## config.mk

```make
export PLATFORM = sky130hd
export DESIGN_NAME = lin_mode_ctrl
export DESIGN_NICKNAME = d
export VERILOG_FILES = /design/src/rtl/lin_mode_pkg.sv /design/src/rtl/lin_pin_sync.sv /design/src/rtl/lin_mode_fsm.sv /design/src/rtl/lin_out_decode.sv /design/src/rtl/lin_mode_ctrl.sv
export SDC_FILE = /design/constraint.sdc
export NUM_CORES = 1
export LEC_CHECK = 0
export ABC_CLOCK_PERIOD_IN_PS = 1400
export BUFFER_PORTS_ARGS = -buffer_cell sky130_fd_sc_hd__buf_2
export CAP_MARGIN = 20
export CORE_AREA = 10 10 47 49
export DETAILED_ROUTE_END_ITERATION = 7
export DIE_AREA = 0 0 57 59
export PLACE_DENSITY_LB_ADDON = 0.15
export SYNTH_ARGS = -nofsm -noshare
export SYNTH_HDL_FRONTEND = slang
export SYNTH_SLANG_ARGS = --single-unit
```

## constraint.sdc

```tcl
create_clock -name clk -period 1.4 [get_ports clk]
set_input_delay 0.42 -clock clk [delete_from_list [all_inputs] [get_ports clk]]
set_output_delay 0.42 -clock clk [all_outputs]
set_load 0.05 [all_outputs]
```

## src/rtl/lin_mode_pkg.sv

```systemverilog
package lin_mode_pkg;

   typedef enum logic [1:0] {
      MD_STANDBY  = 2'd0,
      MD_SLEEP    = 2'd1,
      MD_NORMAL   = 2'd2,
      MD_LOWSLOPE = 2'd3
   } lin_mode_e;

   typedef struct packed {
      logic en;
      logic stb;
      logic txd;
   } pin_set_t;

   localparam int PIN_COUNT = $bits(pin_set_t);

   typedef struct packed {
      logic reg_en;
      logic tx_en;
      logic slope_low;
      logic term_res;
      logic inh_drive;
      logic rxd;
   } drive_t;

endpackage

```

## src/rtl/lin_pin_sync.sv

```systemverilog
module lin_pin_sync #(
   parameter int WIDTH  = 3,
   parameter int STAGES = 2
) (
   input  logic             clk,
   input  logic             rst_n,
   input  logic [WIDTH-1:0] d,
   output logic [WIDTH-1:0] q
);

   if (STAGES < 2) begin : g_bad_stages
      $error("lin_pin_sync: STAGES must be at least 2");
   end
   if (WIDTH < 1) begin : g_bad_width
      $error("lin_pin_sync: WIDTH must be at least 1");
   end

   for (genvar i = 0; i < WIDTH; i++) begin : g_bit
      logic [STAGES-1:0] chain;
      always_ff @(posedge clk or negedge rst_n) begin
         if (!rst_n) chain <= '0;
         else        chain <= {chain[STAGES-2:0], d[i]};
      end
      assign q[i] = chain[STAGES-1];
   end

endmodule

```

## src/rtl/lin_mode_fsm.sv

```systemverilog
module lin_mode_fsm
   import lin_mode_pkg::*;
(
   input  logic      clk,
   input  logic      rst_n,
   input  pin_set_t  pins,
   input  logic      wake_local,
   input  logic      wake_bus,
   output lin_mode_e mode,
   output logic      inh_hold,
   output logic      tx_armed,
   output logic      remote_wake
);

   logic      en_d;
   logic      en_rise;
   logic      en_fall;
   lin_mode_e mode_n;
   logic      inh_n;
   logic      arm_n;
   logic      rem_n;

   assign en_rise = pins.en & ~en_d;
   assign en_fall = ~pins.en & en_d;

   always_comb begin
      mode_n = mode;
      inh_n  = inh_hold;
      arm_n  = tx_armed;
      rem_n  = remote_wake;
      case (mode)
         MD_STANDBY: begin
            if (en_rise) begin
               mode_n = pins.txd ? MD_NORMAL : MD_LOWSLOPE;
               inh_n  = pins.stb;
               arm_n  = pins.txd;
               rem_n  = 1'b0;
            end else if (wake_bus) begin
               rem_n = 1'b1;
            end
         end
         MD_SLEEP: begin
            if (wake_bus) begin
               mode_n = MD_STANDBY;
               rem_n  = 1'b1;
            end else if (wake_local) begin
               mode_n = MD_STANDBY;
               rem_n  = 1'b0;
            end
         end
         MD_NORMAL, MD_LOWSLOPE: begin
            if (en_fall) begin
               mode_n = pins.stb ? MD_STANDBY : MD_SLEEP;
               inh_n  = 1'b0;
               arm_n  = 1'b0;
            end else if (pins.txd) begin
               arm_n = 1'b1;
            end
         end
      endcase
   end

   always_ff @(posedge clk or negedge rst_n) begin
      if (!rst_n) begin
         en_d        <= 1'b0;
         mode        <= MD_STANDBY;
         inh_hold    <= 1'b0;
         tx_armed    <= 1'b0;
         remote_wake <= 1'b0;
      end else begin
         en_d        <= pins.en;
         mode        <= mode_n;
         inh_hold    <= inh_n;
         tx_armed    <= arm_n;
         remote_wake <= rem_n;
      end
   end

endmodule

```

## src/rtl/lin_out_decode.sv

```systemverilog
module lin_out_decode
   import lin_mode_pkg::*;
(
   input  lin_mode_e mode,
   input  logic      inh_hold,
   input  logic      tx_armed,
   input  logic      remote_wake,
   input  logic      tsd,
   input  logic      bus_rx,
   output drive_t    drv
);

   always_comb begin
      drv = '0;
      case (mode)
         MD_STANDBY: begin
            drv.reg_en = ~tsd;
            drv.rxd    = ~remote_wake;
         end
         MD_SLEEP: begin
            drv.rxd = 1'b1;
         end
         MD_NORMAL, MD_LOWSLOPE: begin
            drv.reg_en    = ~tsd;
            drv.tx_en     = tx_armed & ~tsd;
            drv.slope_low = (mode == MD_LOWSLOPE);
            drv.term_res  = 1'b1;
            drv.inh_drive = inh_hold;
            drv.rxd       = bus_rx;
         end
      endcase
   end

endmodule

```

## src/rtl/lin_mode_ctrl.sv

```systemverilog
module lin_mode_ctrl
   import lin_mode_pkg::*;
#(
   parameter int SYNC_STAGES = 2
) (
   input  logic clk,
   input  logic por_n,
   input  logic en_pin,
   input  logic stb_pin,
   input  logic txd_pin,
   input  logic wake_local,
   input  logic wake_bus,
   input  logic tsd_flag,
   input  logic bus_rx,
   output logic reg_en,
   output logic tx_en,
   output logic slope_low,
   output logic term_res,
   output logic inh_drive,
   output logic rxd
);

   if (SYNC_STAGES < 2) begin : g_bad_sync
      $error("lin_mode_ctrl: SYNC_STAGES must be at least 2");
   end

   pin_set_t  raw_pins;
   pin_set_t  sync_pins;
   lin_mode_e mode;
   logic      inh_hold;
   logic      tx_armed;
   logic      remote_wake;
   drive_t    drv;

   assign raw_pins = '{en: en_pin, stb: stb_pin, txd: txd_pin};

   lin_pin_sync #(
      .WIDTH  (PIN_COUNT),
      .STAGES (SYNC_STAGES)
   ) u_sync (
      .clk   (clk),
      .rst_n (por_n),
      .d     (raw_pins),
      .q     (sync_pins)
   );

   lin_mode_fsm u_fsm (
      .clk         (clk),
      .rst_n       (por_n),
      .pins        (sync_pins),
      .wake_local  (wake_local),
      .wake_bus    (wake_bus),
      .mode        (mode),
      .inh_hold    (inh_hold),
      .tx_armed    (tx_armed),
      .remote_wake (remote_wake)
   );

   lin_out_decode u_dec (
      .mode        (mode),
      .inh_hold    (inh_hold),
      .tx_armed    (tx_armed),
      .remote_wake (remote_wake),
      .tsd         (tsd_flag),
      .bus_rx      (bus_rx),
      .drv         (drv)
   );

   assign reg_en    = drv.reg_en;
   assign tx_en     = drv.tx_en;
   assign slope_low = drv.slope_low;
   assign term_res  = drv.term_res;
   assign inh_drive = drv.inh_drive;
   assign rxd       = drv.rxd;

endmodule


```

---- Word-level counts from Yosys, hierarchy flattened ----
Cells that the tools add are included.
word-level totals
  output and inout bits ................... 6
  flip-flop bits (word level) ............. 12
  logic and storage cells ................. 54
  input bits .............................. 9
cells by class
  equal/unequal tests ..................... 8
  bitwise gates (word level) .............. 7
  reduce and logical (&&, ||, !) cells .... 9
  muxes and demuxes ....................... 22
operators by type and width
  cell                                                  count
  two-way mux 1 bit                                     12
  AND reduction 3 bit                                   4
  inequality test 3 bit (second input constant)         3
  two-way mux 2 bit                                     4
  case mux 1 bit (2 select lines)                       3
  case mux 2 bit (3 select lines)                       1
  equality test 2 bit (second input constant)           2
  two-way mux 4 bit                                     1
  inequality test 2 bit (second input constant)         2
  NOT 1 bit                                             4
  nonzero test 2 bit                                    2
  bitwise AND 1 bit                                     3
  case mux 1 bit (3 select lines)                       1
  OR reduction 3 bit                                    1
  equality test 2 x 1 -> 1 bit (second input constant)  1
  zero test 2 bit                                       1
  OR reduction 2 bit                                    1

---- Logic depth before layout (Yosys ltp) ----
  word-level depth ........................ 4
  gate-level depth with buffers ........... 5
  gate-level depth less buffers ........... 4

---- By module ----
Synthesis repeated with hierarchy kept, for this count alone.
second synthesis, totals
  cell total of the unflattened synthesis .. 48
  area, all modules ....................... 525.5 um2
modules (own cells, without submodules)
  module          area an instance (um2)  seq. area each (um2)  times used  cells each
  lin_mode_fsm    300.3                   150.1                 1           31
  lin_pin_sync    172.7                   150.1                 1           9
  lin_out_decode  52.6                    0.0                   1           8

---- Worst setup path after synthesis ----
No wires, ideal clock.
  kind .................................... register to output
  from .................................... register u_fsm.mode[1]
  to ...................................... output port tx_en
  stages on the path, launching flop included .. 3
  required time ........................... 0.980 ns
  data arrival time ....................... 1.596 ns
  path buffers ............................ 0
  path slack .............................. -0.616 ns
  path through ............................ dfrtp_1 > inv_1 > nor3b_1
on the way
  longest elaborated chain between the ends .. 3
  elaborated cells on any way between the ends .. 4
  classes of those cells .................. 2 x eq/ne; 1 x mux; 1 x reduce/logical
RTL lines
  what                    line                  text
  start, declared         lin_mode_fsm.sv:9     output lin_mode_e mode,
  start signal, assigned  lin_mode_fsm.sv:72    mode <= mode_n;
  equality test 2 bit     lin_out_decode.sv:15  case (mode)
  OR reduction 2 bit (*)  lin_out_decode.sv:15
  two-way mux 4 bit (*)   lin_out_decode.sv:15
  end, declared           lin_mode_ctrl.sv:16   output logic tx_en,
Every way passes the cells marked *; elsewhere a longest branch is shown, timed or not.

---- Final worst setup path ----
  from .................................... register u_fsm.mode[1]
  to ...................................... output port rxd
on the way
  longest elaborated chain between the ends .. 3
  elaborated cells on any way between the ends .. 6
  classes of those cells .................. 3 x eq/ne; 1 x mux; 2 x reduce/logical
RTL lines
  what                                 line                  text
  equality test 2 bit                  lin_out_decode.sv:15
  OR reduction 2 bit                   lin_out_decode.sv:15
  case mux 1 bit (3 select lines) (*)  lin_out_decode.sv:15
  end, declared                        lin_mode_ctrl.sv:20   output logic rxd
Marks and branches as above.

==> run metrics <==
status finished with violations; failing checks setup timing; sw frac 36.2%; Max-Cap Viols 0; R2R cell count 7; clk_lat worst skew 270 ps; Initial Util 35.3%; Post-Syn Instances 47; DRT antenna net count 0; number of synthesized register bits 12; GRT Util Overall 7.70%; combinational share of power a little over two fifths; Slew Limit Fails 0; mean number of vias per cell 4.90; CP arrival 1160 ps; Final WS setup -176 ps; first-pass GRT wire length 2000 um; mapped cell area 494 um2; LEAKAGE 0.359 nW; Core Rows 14; NetSw 0.000457 W; # nets final ~80; # fillers around 130; DR pass1 iterations 2; cell internal pwr 0.000804 W; worst slew pin tran 268 ps; Final Critical Period around 1600 ps; Residual DRC 0; most frequent cells in the layout 11 x dfrtp_1, 8 x buf_2, 8 x buf_4, 7 x buf_6; critical path peak fanout 7; CP Capture Type primary output; Setup Skew 3.14 ps; Reg-to-Reg End u_fsm.tx_armed; met2 GRT Util 12.9%; # IOs 15; RSZ-0062 raised after global routing true; Final Total Pwr 0.00126 W; port buffer count 14; worst setup path end rxd; area share of the largest cell type after synthesis between 60% and 70%; startpoint of the worst register-to-register path u_fsm.mode[0]; pwr dens 1640 mW/mm2; Die H between 50 and 60 um; Tcrit/Tclk final 113%; via count of the first global-routing pass 463; placed cell count 80; vias 431; Clock Power Share 22.1%; drt wl/cell 14.1 um; Fmax around 630 MHz; antenna diode count 0; syn_nets 56; Area Growth Syn to Fin 55.7%; Setup crit start kind flop; Post-Layout Cell Count between 80 and 90; syn avg cell area 10.5 um2; CTS tree yes; largest cells by area after synthesis dfrtp_1 61%, o21ai_0 5.1%, nor2_1 4.6%; clk buf depth 2; pin count of the biggest net entering global routing 13; most common cell after layout, fill and taps aside dfrtp_1; clk sinks 12; Root Buffer clkbuf_4; Worst Hold Class in2async; footprint of the multi-input gates 225 um2; die area 0.00336 mm2; share of layout cells above drive strength 1 55.6%; dpl hpwl 849 um; met1 GRT Util slightly above 7%; crit path kind reg2out; max_slew headroom ~82%; register area share after synthesis around three fifths; busiest grt layer met2; Sequential Area 302 um2; H-tree levels 1; Synth Warn # 0; core area about 0.0014 mm2; final setup fails 9; peak supply drop 0.654 mV; Worst-path clk slew 80 ps; Worst EP required 980 ps; initial antenna violation count 0; hold buffers post-CTS 0; Distinct cells, synth 20; Final Hold Fails 0; 1st-iter DRT viols 5; crit path launch u_fsm.mode[1]; die width 57 um; CTS buffer count 3; post-synth top area cell dfrtp_1; R2R setup slack -100 ps; GPL Wtd Cong between 0.7 and 0.8; Total Wirelength 1240 um; Sequential Power Share 36.1%; met3 usage 4.29%; global route overflow 0
[how the worst min path moves through the flow]
stage,to,cells past startpoint
after floorplan,u_fsm.en_d,0
after global placement,u_fsm.mode[0],1
after detailed placement,u_fsm.mode[0],1
after CTS,u_fsm.mode[0],1
after global routing,u_fsm.mode[0],1
final,u_fsm.mode[0],1
[cells in the mapped netlist]
cell type and instances:
nand2b_1 1, nor2_1 6, o31ai_1 1, clkbuf_1 1
nor4_1 2, nor3b_2 1, a21o_1 1, and2_2 1
a22oi_1 1, nor3b_1 1, nand2_1 3, inv_1 2
dfrtp_1 12, a21boi_1 1, buf_2 1, o21ai_0 5
and2_1 1, nor2b_1 2, o22a_1 1, a21oi_1 3
[power by group through the flow]
stage	combinational (W)	clock [W]	sequential, W
5_1_grt	0.000563	0.000311	0.000464
4_1_cts	0.000501	0.000289	0.000453
3_3_place_gp	0.000407	0	0.000455
3_5_place_dp	0.000406	0	0.000456
2_1_floorplan	0.000295	0	0.000442
6_report	0.000528	0.000278	0.000455
[per-layer routing]
layer,wire [um],up-vias
li1,-,210
met1,513,205
met2,609,13
met3,92,3
met4,21,0
met5,0,-
[cell families after synthesis]
| group | Yosys count | synth area share (%) |
|---|---|---|
| AND/OR/NAND/NOR | 18 | 20.0 |
| AO/OA/AOI/OAI | 13 | 16.0 |
| flip-flops | 12 | 60.8 |
| buffers and inverters | 4 | 3.29 |
[area by class of cell]
type,count,share of cell area (%)
inverter,2,0.976
sequential,12,39.2
clock buffer,4,4.72
multi-input combinational,31,29.3
timing repair buffer,23,23.3
tap,16,2.60
[state kept, by name (all words and copies together) (netlist names)]
name and count:
u_sync.g_bit.chain 6, u_fsm.mode 2, u_fsm.en_d 1, u_fsm.inh_hold 1, u_fsm.remote_wake 1, u_fsm.tx_armed 1
[worst max-delay path: stages (launching register included)]
cell	delay, ps
dfrtp_2	460
nor2b_4	150
a21oi_4	100
buf_6	170
[metrics by stage]
step           setup TNS [ps]  setup slack, ps  util [%]  hold WS (ps)  cell area, um2
2_1_floorplan            -164             -143         -           124             520
3_3_place_gp            -8.42            -8.42      45.6           315             639
3_5_place_dp            -53.6            -37.7      45.6           313             639
4_1_cts                  -997             -190      52.9          7.83             742
5_1_grt                 -1670             -254      54.9          2.56             769
6_report                -1130             -176      54.9          4.42             769
[timing repair]
action | 4_1_cts | 5_1_grt
gates resized for setup | 19 | 4
pin swaps | 1 | 1
endpoints found under the setup margin | 6 | 10
setup buffers | 2 | 2
Power figures use the tool's default switching activity.
